--- config.mk ---
export PLATFORM = sky130hd
export DESIGN_NAME = msi_vector_ctrl
export DESIGN_NICKNAME = d
export VERILOG_FILES = /design/src/rtl/msi_ctrl_pkg.sv /design/src/rtl/msi_func_cfg.sv /design/src/rtl/msi_pend_scan.sv /design/src/rtl/msi_msg_slot.sv /design/src/rtl/msi_vector_ctrl.sv
export SDC_FILE = /design/constraint.sdc
export NUM_CORES = 1
export LEC_CHECK = 0
export BUFFER_PORTS_ARGS = -buffer_cell sky130_fd_sc_hd__buf_2
export CAP_MARGIN = 20
export CORE_AREA = 2 2 169 171
export DETAILED_ROUTE_END_ITERATION = 10
export DIE_AREA = 0 0 171 173
export MAX_ROUTING_LAYER = met4
export SYNTH_ARGS = -nofsm -noshare
export SYNTH_HDL_FRONTEND = slang
export SYNTH_HIERARCHICAL = 1
export SYNTH_SLANG_ARGS = --single-unit
--- constraint.sdc ---
create_clock -name clk -period 13.08 [get_ports clk]
set_clock_uncertainty 0.15 [all_clocks]
set_input_delay 2.616 -clock clk [delete_from_list [all_inputs] [get_ports clk]]
set_output_delay 2.616 -clock clk [all_outputs]
set_load 0.02 [all_outputs]
--- src/rtl/msi_ctrl_pkg.sv ---
package msi_ctrl_pkg;

    typedef enum logic [2:0] {
        SEL_CMD  = 3'd0,
        SEL_CTRL = 3'd1,
        SEL_ADDR = 3'd2,
        SEL_DATA = 3'd3,
        SEL_MASK = 3'd4,
        SEL_PEND = 3'd5
    } cfg_sel_e;

    typedef enum logic [1:0] {
        ST_SENT    = 2'b00,
        ST_HELD    = 2'b01,
        ST_REFUSED = 2'b10,
        ST_DROPPED = 2'b11
    } ack_status_e;

    localparam int INTDIS_BIT = 10;
    localparam int EN_BIT     = 0;
    localparam int CNT_LSB    = 1;
    localparam int CNT_W      = 3;

endpackage

--- src/rtl/msi_func_cfg.sv ---
module msi_func_cfg
    import msi_ctrl_pkg::*;
#(
    parameter int ADDR_W  = 32,
    parameter int DATA_W  = 16,
    parameter int MAX_VEC = 8,
    parameter int CFG_W   = 32
) (
    input  logic                clk,
    input  logic                rst_n,
    input  logic                wr_en,
    input  logic [2:0]          wr_sel,
    input  logic [CFG_W-1:0]    wr_data,
    output logic                msi_en,
    output logic [CNT_W-1:0]    cnt_exp,
    output logic [ADDR_W-1:0]   addr,
    output logic [DATA_W-1:0]   data,
    output logic [MAX_VEC-1:0]  mask,
    output logic                intdis
);

    localparam int VEC_W = $clog2(MAX_VEC);

    typedef struct packed {
        logic               intdis;
        logic               en;
        logic [CNT_W-1:0]   exp;
        logic [ADDR_W-1:0]  addr;
        logic [DATA_W-1:0]  data;
        logic [MAX_VEC-1:0] mask;
    } cfg_t;

    cfg_t cfg_d, cfg_q;

    always_comb begin
        cfg_d = cfg_q;
        if (wr_en) begin
            case (wr_sel)
                SEL_CMD:  cfg_d.intdis = wr_data[INTDIS_BIT];
                SEL_CTRL: begin
                    cfg_d.en = wr_data[EN_BIT];
                    if (wr_data[CNT_LSB +: CNT_W] > CNT_W'(VEC_W))
                        cfg_d.exp = CNT_W'(VEC_W);
                    else
                        cfg_d.exp = wr_data[CNT_LSB +: CNT_W];
                end
                SEL_ADDR: cfg_d.addr = wr_data[ADDR_W-1:0];
                SEL_DATA: cfg_d.data = wr_data[DATA_W-1:0];
                SEL_MASK: cfg_d.mask = wr_data[MAX_VEC-1:0];
                default:  ;
            endcase
        end
    end

    always_ff @(posedge clk) begin
        if (!rst_n) cfg_q <= '0;
        else        cfg_q <= cfg_d;
    end

    assign msi_en  = cfg_q.en;
    assign cnt_exp = cfg_q.exp;
    assign addr    = cfg_q.addr;
    assign data    = cfg_q.data;
    assign mask    = cfg_q.mask;
    assign intdis  = cfg_q.intdis;

endmodule

--- src/rtl/msi_pend_scan.sv ---
module msi_pend_scan #(
    parameter int N     = 16,
    parameter int IDX_W = (N > 1) ? $clog2(N) : 1
) (
    input  logic [N-1:0]     cand,
    output logic             found,
    output logic [IDX_W-1:0] idx
);

    always_comb begin
        found = 1'b0;
        idx   = '0;
        for (int i = N - 1; i >= 0; i--) begin
            if (cand[i]) begin
                found = 1'b1;
                idx   = IDX_W'(i);
            end
        end
    end

endmodule

--- src/rtl/msi_msg_slot.sv ---
module msi_msg_slot #(
    parameter int ADDR_W = 32,
    parameter int DATA_W = 16
) (
    input  logic              clk,
    input  logic              rst_n,
    input  logic              load,
    input  logic [ADDR_W-1:0] load_addr,
    input  logic [DATA_W-1:0] load_data,
    input  logic              out_ready,
    output logic              out_valid,
    output logic [ADDR_W-1:0] out_addr,
    output logic [DATA_W-1:0] out_data,
    output logic              free
);

    typedef struct packed {
        logic              valid;
        logic [ADDR_W-1:0] addr;
        logic [DATA_W-1:0] data;
    } slot_t;

    slot_t slot_d, slot_q;

    assign free = !slot_q.valid || out_ready;

    always_comb begin
        slot_d = slot_q;
        if (load) begin
            slot_d.valid = 1'b1;
            slot_d.addr  = load_addr;
            slot_d.data  = load_data;
        end else if (slot_q.valid && out_ready) begin
            slot_d.valid = 1'b0;
        end
    end

    always_ff @(posedge clk) begin
        if (!rst_n) slot_q <= '0;
        else        slot_q <= slot_d;
    end

    assign out_valid = slot_q.valid;
    assign out_addr  = slot_q.addr;
    assign out_data  = slot_q.data;

endmodule

--- src/rtl/msi_vector_ctrl.sv ---
module msi_vector_ctrl
    import msi_ctrl_pkg::*;
#(
    parameter int NUM_FUNC = 2,
    parameter int MAX_VEC  = 8,
    parameter int ADDR_W   = 32,
    parameter int DATA_W   = 16,
    parameter int CFG_W    = 32,
    parameter int FUNC_W   = (NUM_FUNC > 1) ? $clog2(NUM_FUNC) : 1,
    parameter int VEC_W    = $clog2(MAX_VEC)
) (
    input  logic              clk,
    input  logic              rst_n,
    input  logic              cfg_wr_en,
    input  logic [FUNC_W-1:0] cfg_wr_func,
    input  logic [2:0]        cfg_wr_sel,
    input  logic [CFG_W-1:0]  cfg_wr_data,
    input  logic [FUNC_W-1:0] cfg_rd_func,
    input  logic [2:0]        cfg_rd_sel,
    output logic [CFG_W-1:0]  cfg_rd_data,
    input  logic              app_req,
    input  logic              app_clr,
    input  logic [FUNC_W-1:0] app_func,
    input  logic [VEC_W-1:0]  app_vec,
    output logic              app_ack,
    output logic [1:0]        app_status,
    output logic              msg_valid,
    input  logic              msg_ready,
    output logic [ADDR_W-1:0] msg_addr,
    output logic [DATA_W-1:0] msg_data
);

    localparam int NV    = NUM_FUNC * MAX_VEC;
    localparam int IDX_W = (NV > 1) ? $clog2(NV) : 1;

    typedef struct packed {
        logic [NV-1:0] pend;
        logic          ack;
        logic [1:0]    status;
    } ctl_t;

    ctl_t st_d, st_q;

    logic              f_en     [NUM_FUNC];
    logic [CNT_W-1:0]  f_exp    [NUM_FUNC];
    logic [ADDR_W-1:0] f_addr   [NUM_FUNC];
    logic [DATA_W-1:0] f_data   [NUM_FUNC];
    logic [MAX_VEC-1:0] f_mask  [NUM_FUNC];
    logic              f_intdis [NUM_FUNC];

    logic [NV-1:0]     elig;
    logic              scan_found;
    logic [IDX_W-1:0]  scan_idx;
    logic              slot_free;
    logic              ld;
    logic [ADDR_W-1:0] ld_addr;
    logic [DATA_W-1:0] ld_data;
    logic [NV-1:0]     pend_bits;

    function automatic logic [DATA_W-1:0] fmt_data(input logic [DATA_W-1:0] base,
                                                   input logic [CNT_W-1:0] e,
                                                   input int v);
        logic [DATA_W-1:0] low;
        low = (DATA_W'(1) << e) - DATA_W'(1);
        return (base & ~low) | (DATA_W'(v) & low);
    endfunction

    // per-function configuration sets
    for (genvar g = 0; g < NUM_FUNC; g++) begin : g_func
        msi_func_cfg #(
            .ADDR_W (ADDR_W),
            .DATA_W (DATA_W),
            .MAX_VEC(MAX_VEC),
            .CFG_W  (CFG_W)
        ) u_cfg (
            .clk    (clk),
            .rst_n  (rst_n),
            .wr_en  (cfg_wr_en && (int'(cfg_wr_func) == g)),
            .wr_sel (cfg_wr_sel),
            .wr_data(cfg_wr_data),
            .msi_en (f_en[g]),
            .cnt_exp(f_exp[g]),
            .addr   (f_addr[g]),
            .data   (f_data[g]),
            .mask   (f_mask[g]),
            .intdis (f_intdis[g])
        );

        for (genvar v = 0; v < MAX_VEC; v++) begin : g_vec
            assign elig[g*MAX_VEC + v] = st_q.pend[g*MAX_VEC + v] && !f_mask[g][v]
                                         && f_en[g] && ((v >> f_exp[g]) == 0);
        end
    end

    msi_pend_scan #(.N(NV), .IDX_W(IDX_W)) u_scan (
        .cand (elig),
        .found(scan_found),
        .idx  (scan_idx)
    );

    msi_msg_slot #(.ADDR_W(ADDR_W), .DATA_W(DATA_W)) u_slot (
        .clk      (clk),
        .rst_n    (rst_n),
        .load     (ld),
        .load_addr(ld_addr),
        .load_data(ld_data),
        .out_ready(msg_ready),
        .out_valid(msg_valid),
        .out_addr (msg_addr),
        .out_data (msg_data),
        .free     (slot_free)
    );

    // arbitration: release of held vectors first, then the application
    always_comb begin
        int                rel_f;
        int                rel_v;
        logic [ADDR_W-1:0] rel_addr;
        logic [DATA_W-1:0] rel_dat;
        logic [CNT_W-1:0]  rel_exp;
        logic              req_fok;
        logic              req_en;
        logic              req_mask;
        logic [CNT_W-1:0]  req_exp;
        logic [ADDR_W-1:0] req_addr;
        logic [DATA_W-1:0] req_dat;
        logic [IDX_W-1:0]  req_idx;

        st_d     = st_q;
        st_d.ack = 1'b0;
        ld       = 1'b0;
        ld_addr  = '0;
        ld_data  = '0;

        rel_f    = int'(scan_idx) / MAX_VEC;
        rel_v    = int'(scan_idx) % MAX_VEC;
        rel_addr = '0;
        rel_dat  = '0;
        rel_exp  = '0;
        req_fok  = 1'b0;
        req_en   = 1'b0;
        req_mask = 1'b0;
        req_exp  = '0;
        req_addr = '0;
        req_dat  = '0;
        req_idx  = IDX_W'(int'(app_func) * MAX_VEC + int'(app_vec));

        for (int f = 0; f < NUM_FUNC; f++) begin
            if (f == rel_f) begin
                rel_addr = f_addr[f];
                rel_dat  = f_data[f];
                rel_exp  = f_exp[f];
            end
            if (f == int'(app_func)) begin
                req_fok  = 1'b1;
                req_en   = f_en[f];
                req_mask = f_mask[f][app_vec];
                req_exp  = f_exp[f];
                req_addr = f_addr[f];
                req_dat  = f_data[f];
            end
        end

        if (slot_free && scan_found) begin
            ld                  = 1'b1;
            ld_addr             = rel_addr;
            ld_data             = fmt_data(rel_dat, rel_exp, rel_v);
            st_d.pend[scan_idx] = 1'b0;
        end else if (app_req && !st_q.ack) begin
            if (app_clr) begin
                st_d.ack = 1'b1;
                if (req_fok) begin
                    st_d.pend[req_idx] = 1'b0;
                    st_d.status        = ST_DROPPED;
                end else begin
                    st_d.status = ST_REFUSED;
                end
            end else if (!req_fok || !req_en || ((int'(app_vec) >> req_exp) != 0)) begin
                st_d.ack    = 1'b1;
                st_d.status = ST_REFUSED;
            end else if (req_mask) begin
                st_d.ack           = 1'b1;
                st_d.status        = ST_HELD;
                st_d.pend[req_idx] = 1'b1;
            end else if (slot_free) begin
                st_d.ack    = 1'b1;
                st_d.status = ST_SENT;
                ld          = 1'b1;
                ld_addr     = req_addr;
                ld_data     = fmt_data(req_dat, req_exp, int'(app_vec));
            end
        end
    end

    always_ff @(posedge clk) begin
        if (!rst_n) st_q <= '0;
        else        st_q <= st_d;
    end

    // configuration read mux
    always_comb begin
        cfg_rd_data = '0;
        for (int f = 0; f < NUM_FUNC; f++) begin
            if (int'(cfg_rd_func) == f) begin
                case (cfg_rd_sel)
                    SEL_CMD:  cfg_rd_data[INTDIS_BIT] = f_intdis[f];
                    SEL_CTRL: begin
                        cfg_rd_data[EN_BIT]            = f_en[f];
                        cfg_rd_data[CNT_LSB +: CNT_W]  = f_exp[f];
                    end
                    SEL_ADDR: cfg_rd_data[ADDR_W-1:0]  = f_addr[f];
                    SEL_DATA: cfg_rd_data[DATA_W-1:0]  = f_data[f];
                    SEL_MASK: cfg_rd_data[MAX_VEC-1:0] = f_mask[f];
                    SEL_PEND: cfg_rd_data[MAX_VEC-1:0] = st_q.pend[f*MAX_VEC +: MAX_VEC];
                    default:  ;
                endcase
            end
        end
    end

    assign pend_bits  = st_q.pend;
    assign app_ack    = st_q.ack;
    assign app_status = st_q.status;

endmodule

## After elaboration in Yosys (flattened, before gate mapping)

Cells that the tools add are included.

- Bits in registers: 190
- Input bits: 50
- Output and inout bits: 84
- Logic and storage cells: 280

- Add/sub/neg operators: 3
- Order comparisons: 6
- Eq/ne operators: 10
- Shift operators: 19
- Mux-type cells: 94
- Bitwise gates (word level): 17
- Reduce and logical (&&, ||, !) cells: 113

Operators with widths:

| cell | count |
|---|---|
| $logic_not 32->1 | 17 |
| $mux 32 | 11 |
| $shr 3x3->32 const A | 8 |
| $mux 16 | 14 |
| $shr 1x3->32 const A | 4 |
| $shr 2x3->32 const A | 4 |
| $and 16x16->16 | 4 |
| $mux 4 | 16 |
| $not 16->16 | 4 |
| $logic_and 1x1->1 | 55 |
| $or 16x16->16 | 3 |
| $pmux 4 s5 | 2 |
| $mux 19 | 2 |
| $and 3x16->16 | 2 |
| $pmux 4 s4 | 2 |
| $reduce_bool 32->1 | 1 |
| $shl 1x3->16 const A | 2 |
| $shr 3x3->32 | 1 |
| $sub 16x2->16 const B | 2 |
| $mux 1 | 30 |
| $mux 3 | 7 |
| $pmux 5 s2 | 2 |
| $reduce_and 2->1 | 10 |
| $logic_not 1->1 | 19 |
| 21 further kinds | 40 |

## Longest topological paths before layout

- Depth in word-level cells: 29
- Gate-level depth with buffers: 18
- Depth with buffers taken out: 17

## By module

The synthesis kept the hierarchy.

Modules (own cells, without submodules):

| module | instances | cells an instance | area an instance (sq um) | seq. area each (sq um) |
|---|---|---|---|---|
| msi_func_cfg | 2 | 240 | 2383.5 | 1221.2 |
| msi_vector_ctrl | 1 | 572 | 4177.8 | 380.4 |
| msi_msg_slot | 1 | 159 | 1864.3 | 980.9 |
| msi_pend_scan | 1 | 33 | 178.9 | 0.0 |

## Least setup slack after synthesis

Ideal clock, no wire load.

- Kind: input to output
- Start point: in cfg_rd_sel[0]
- End point: out cfg_rd_data[4]
- Data arrival time: 4455 ps
- Data required time: 10314 ps
- Path slack: 5859 ps
- Stages on the path: 8
- Path buffers: 3
- Cells stage by stage: buf_2 -> inv_1 -> nor2_1 -> and2_1 -> clkbuf_1 -> clkbuf_1 -> a21oi_1 -> a31oi_1

- Word-level cells in the longest chain between the ends: 5
- Elaborated cells on any way between the ends: 8
- Classes of those cells: eq/ne: 4; mux: 4

RTL lines:

| element | line | RTL |
|---|---|---|
| start, declared | msi_vector_ctrl.sv:19 | `input logic [2:0] cfg_rd_sel,` |
| $eq 3x3->1 or $eq 3x2->1 (tied branches) | msi_vector_ctrl.sv:205 | `case (cfg_rd_sel)` |
| $pmux 4 s4 | msi_vector_ctrl.sv:205 |  |
| $mux 32 | msi_vector_ctrl.sv:204 | `if (int'(cfg_rd_func) == f) begin` |
| $pmux 4 s4 | msi_vector_ctrl.sv:205 |  |
| $mux 32 (*) | msi_vector_ctrl.sv:204 |  |
| end, declared | msi_vector_ctrl.sv:20 | `output logic [CFG_W-1:0] cfg_rd_data,` |

Every way passes the cells marked *; elsewhere a longest branch is shown, timed or not.

## Worst setup path in the final report

- Start point: in cfg_rd_sel[0]
- End point: out cfg_rd_data[5]

The elaborated chain is that of the path after synthesis.

==> results.json <==
{
  "cts_tree": "yes",
  "worstPathMaxFanout": 28,
  "wirelength_um": 33400,
  "syn_area_mm2": 0.0110,
  "cts_sinks": 190,
  "timing.setup.tns_ps": 0,
  "post_cts_buffers": 0,
  "die_h_um": 173,
  "ys.flop_type": "dfxtp_1",
  "cp-start-kind": "input port",
  "reg2reg_slack_ps": 8040,
  "hold_path.class": "reg -> reg",
  "holdPathStages": 2,
  "cts_resized": 0,
  "critPathSlowestCell": "and2_1",
  "p_leak_uw": 0.00468,
  "crit_arrival_ps": 5320,
  "worstSetupPathType": "in -> out",
  "cellPowerDensity_mw_per_mm2": 101,
  "first_pass_iters": 5,
  "synth_area_leader_cell": "dfxtp_1",
  "vias_per_cell": 5.55,
  "final.min_clock_period_ps": 8080,
  "ir_drop_v": 0.0000735,
  "die_x_um": 171,
  "cts_buffer_depth": 2,
  "io_pins": 134,
  "netlist_top_cells_count": "235 x nand2_1, 210 x mux2i_1, 190 x dfxtp_1, 61 x nor2b_1, 58 x nor2_1",
  "drt-initial-drc-count": 718,
  "synth_cells": 1244,
  "setup_viol": 0,
  "root_buffer": "clkbuf_16",
  "antenna_found_initial": 4,
  "core_area_mm2": 0.0276,
  "syn_nets": 1306,
  "ant_nets": 0,
  "final_core_util_pct": 44.1,
  "drive_gt1_share_pct": 17.5,
  "syn_avg_cell_area_um2": 8.83,
  "hold_buffers": 0,
  "cts.clk_slew.worst_paths_ps": 70,
  "combPwrFrac_pct": 9.3,
  "crit_path_frequent_cell": "buf_2",
  "p_int_uw": 894,
  "path_cells": "buf_2, inv_1, nor2_1, and2_1, a21oi_1, a31oi_1, o21a_1, buf_2",
  "hold_viol": 0,
  "synth_edf_count": 0,
  "synth_most_common_cell": "nand2_1",
  "ys_seq_area_share_pct": 34.6,
  "grt_pass1_vias": 8773,
  "io_buffers": 133,
  "maxSlewHeadroom_pct": 36.8,
  "grt_usage_pct": 23.3,
  "rsz0062_at_grt": "no",
  "ys_seq_elements": 190,
  "worst_pin_slew_ps": 949,
  "clockPowerShare_pct": 41.9,
  "seqPwrFrac_pct": 48.8,
  "initial_core_util_pct": 39.8,
  "area_growth_pct": 10.9,
  "gp_congestion": 0.919,
  "async_flop_share_pct": 0,
  "dp_hpwl_um": 23200,
  "fmax_ghz": 0.124,
  "maxCapViolCount": 0,
  "cts_made_buffers": 17,
  "grt_pass1_wl_um": 52100,
  "clk_latency_ps": 440,
  "synth_top_area_share_pct": 34.6,
  "ff2ff_path_depth": 18,
  "vias": 9439,
  "slew_viol_final": 0,
  "cp-end-kind": "output pin",
  "yosysWarnings": 6,
  "grt_overflow_total": 0,
  "switching_share_pct": 27.3,
  "synth_cell_types": 68,
  "nNetsFinal": 1368,
  "grt_max_degree": 100,
  "p_sw_uw": 335,
  "rows": 61,
  "wire_per_inst_um": 19.7,
  "htreeDepth": 4,
  "synthTopCellsByArea": "dfxtp_1 35%, mux2i_1 19%, nand2_1 8.0%, nor2b_1 3.5%, a22o_1 3.0%",
  "drc": 0,
  "period_share_pct": 61.8,
  "status": "finished clean",
  "slowest_delay_ps": 770,
  "critPathRequiredTime_ps": 10310,
  "dieArea_mm2": 0.0296
}
==> critical path, delay by kind of cell <==
family / cells / cell delay [ps]
AO/OA/AOI/OAI: 3 / 540
AND/OR/NAND/NOR: 2 / 1250
buffers and inverters: 3 / 910
==> flip-flops by register name, summed over array words and instances, names as in the netlist <==
signal	flops
app_ack	1
app_status	2
g_func.u_cfg/addr	64
g_func.u_cfg/cnt_exp	6
g_func.u_cfg/data	32
g_func.u_cfg/intdis	2
g_func.u_cfg/mask	16
g_func.u_cfg/msi_en	2
pend_bits	16
u_slot/out_addr	32
u_slot/out_data	16
u_slot/out_valid	1
==> layout make-up <==
class | instances | area (um2)
timing repair buffer | 147 | 777
clock inverter | 15 | 141
multi-input combinational | 933 | 6490
antenna | 4 | 10.0
fill | 2873 | 15400
tap | 378 | 473
sequential | 190 | 3800
clock buffer | 17 | 425
inverter | 17 | 63.8
==> per-stage QoR <==
step	area [um2]	power [uW]	hold WS, ps	worst slack (ps)	instances
2_1_floorplan	11000	693	285	5860	1244
3_3_place_gp	11600	725	305	5210	1665
3_5_place_dp	11600	726	317	5100	1665
4_1_cts	12200	1240	328	5110	1697
5_1_grt	12200	1270	345	4750	1701
6_report	12200	1230	326	5000	1701
==> power groups by stage <==
stage,combinational [uW],clock [uW],sequential (uW)
floorplan,85.4,0,608
global route,125,548,600
global placement,112,0,612
CTS,114,526,599
finish,115,515,599
detailed placement,114,0,612
==> cell usage in the layout, fill, tap and decap left out, types with 12 or more instances in the layout <==
cell type	n
a31oi_1	21
mux2_2	13
inv_1	17
a221oi_1	13
clkbuf_16	17
a21oi_1	57
a22o_1	38
a22oi_1	18
nand2_1	235
nor2b_1	61
o31ai_1	19
buf_2	132
mux2i_1	210
o22ai_1	12
a311oi_1	14
buf_4	14
dfxtp_1	190
ha_1	12
o21ai_0	22
nor2_1	58
==> cell families (layout without fill, tap and decap cells) <==
group | after synthesis | count (layout) | synth area share (%)
XOR/XNOR | 3 | 3 | 0.239
other | 0 | 4 | 0
AND/OR/NAND/NOR | 434 | 434 | 18.8
multiplexers | 229 | 229 | 21.7
flip-flops | 190 | 190 | 34.6
adder cells (fa/ha/maj) | 12 | 12 | 1.37
buffers and inverters | 121 | 196 | 6.54
AO/OA/AOI/OAI | 255 | 255 | 16.7
==> metal layers <==
layer	wire length [um]	track usage (%)
met1	15100	31.2
met2	15500	35.0
met3	1900	3.94
met4	920	8.62
met5	0	-
==> final timing paths <==
| kind | startpoint | end |
|---|---|---|
| min | g_func[1].u_cfg/addr[18] | g_func[1].u_cfg/addr[18] |
| min reg2reg | g_func[1].u_cfg/addr[18] | g_func[1].u_cfg/addr[18] |
| max | cfg_rd_sel[0] | cfg_rd_data[5] |
| max reg2reg | g_func[1].u_cfg/cnt_exp[0] | u_slot/out_data[15] |
(Power assumes the default switching activity.)
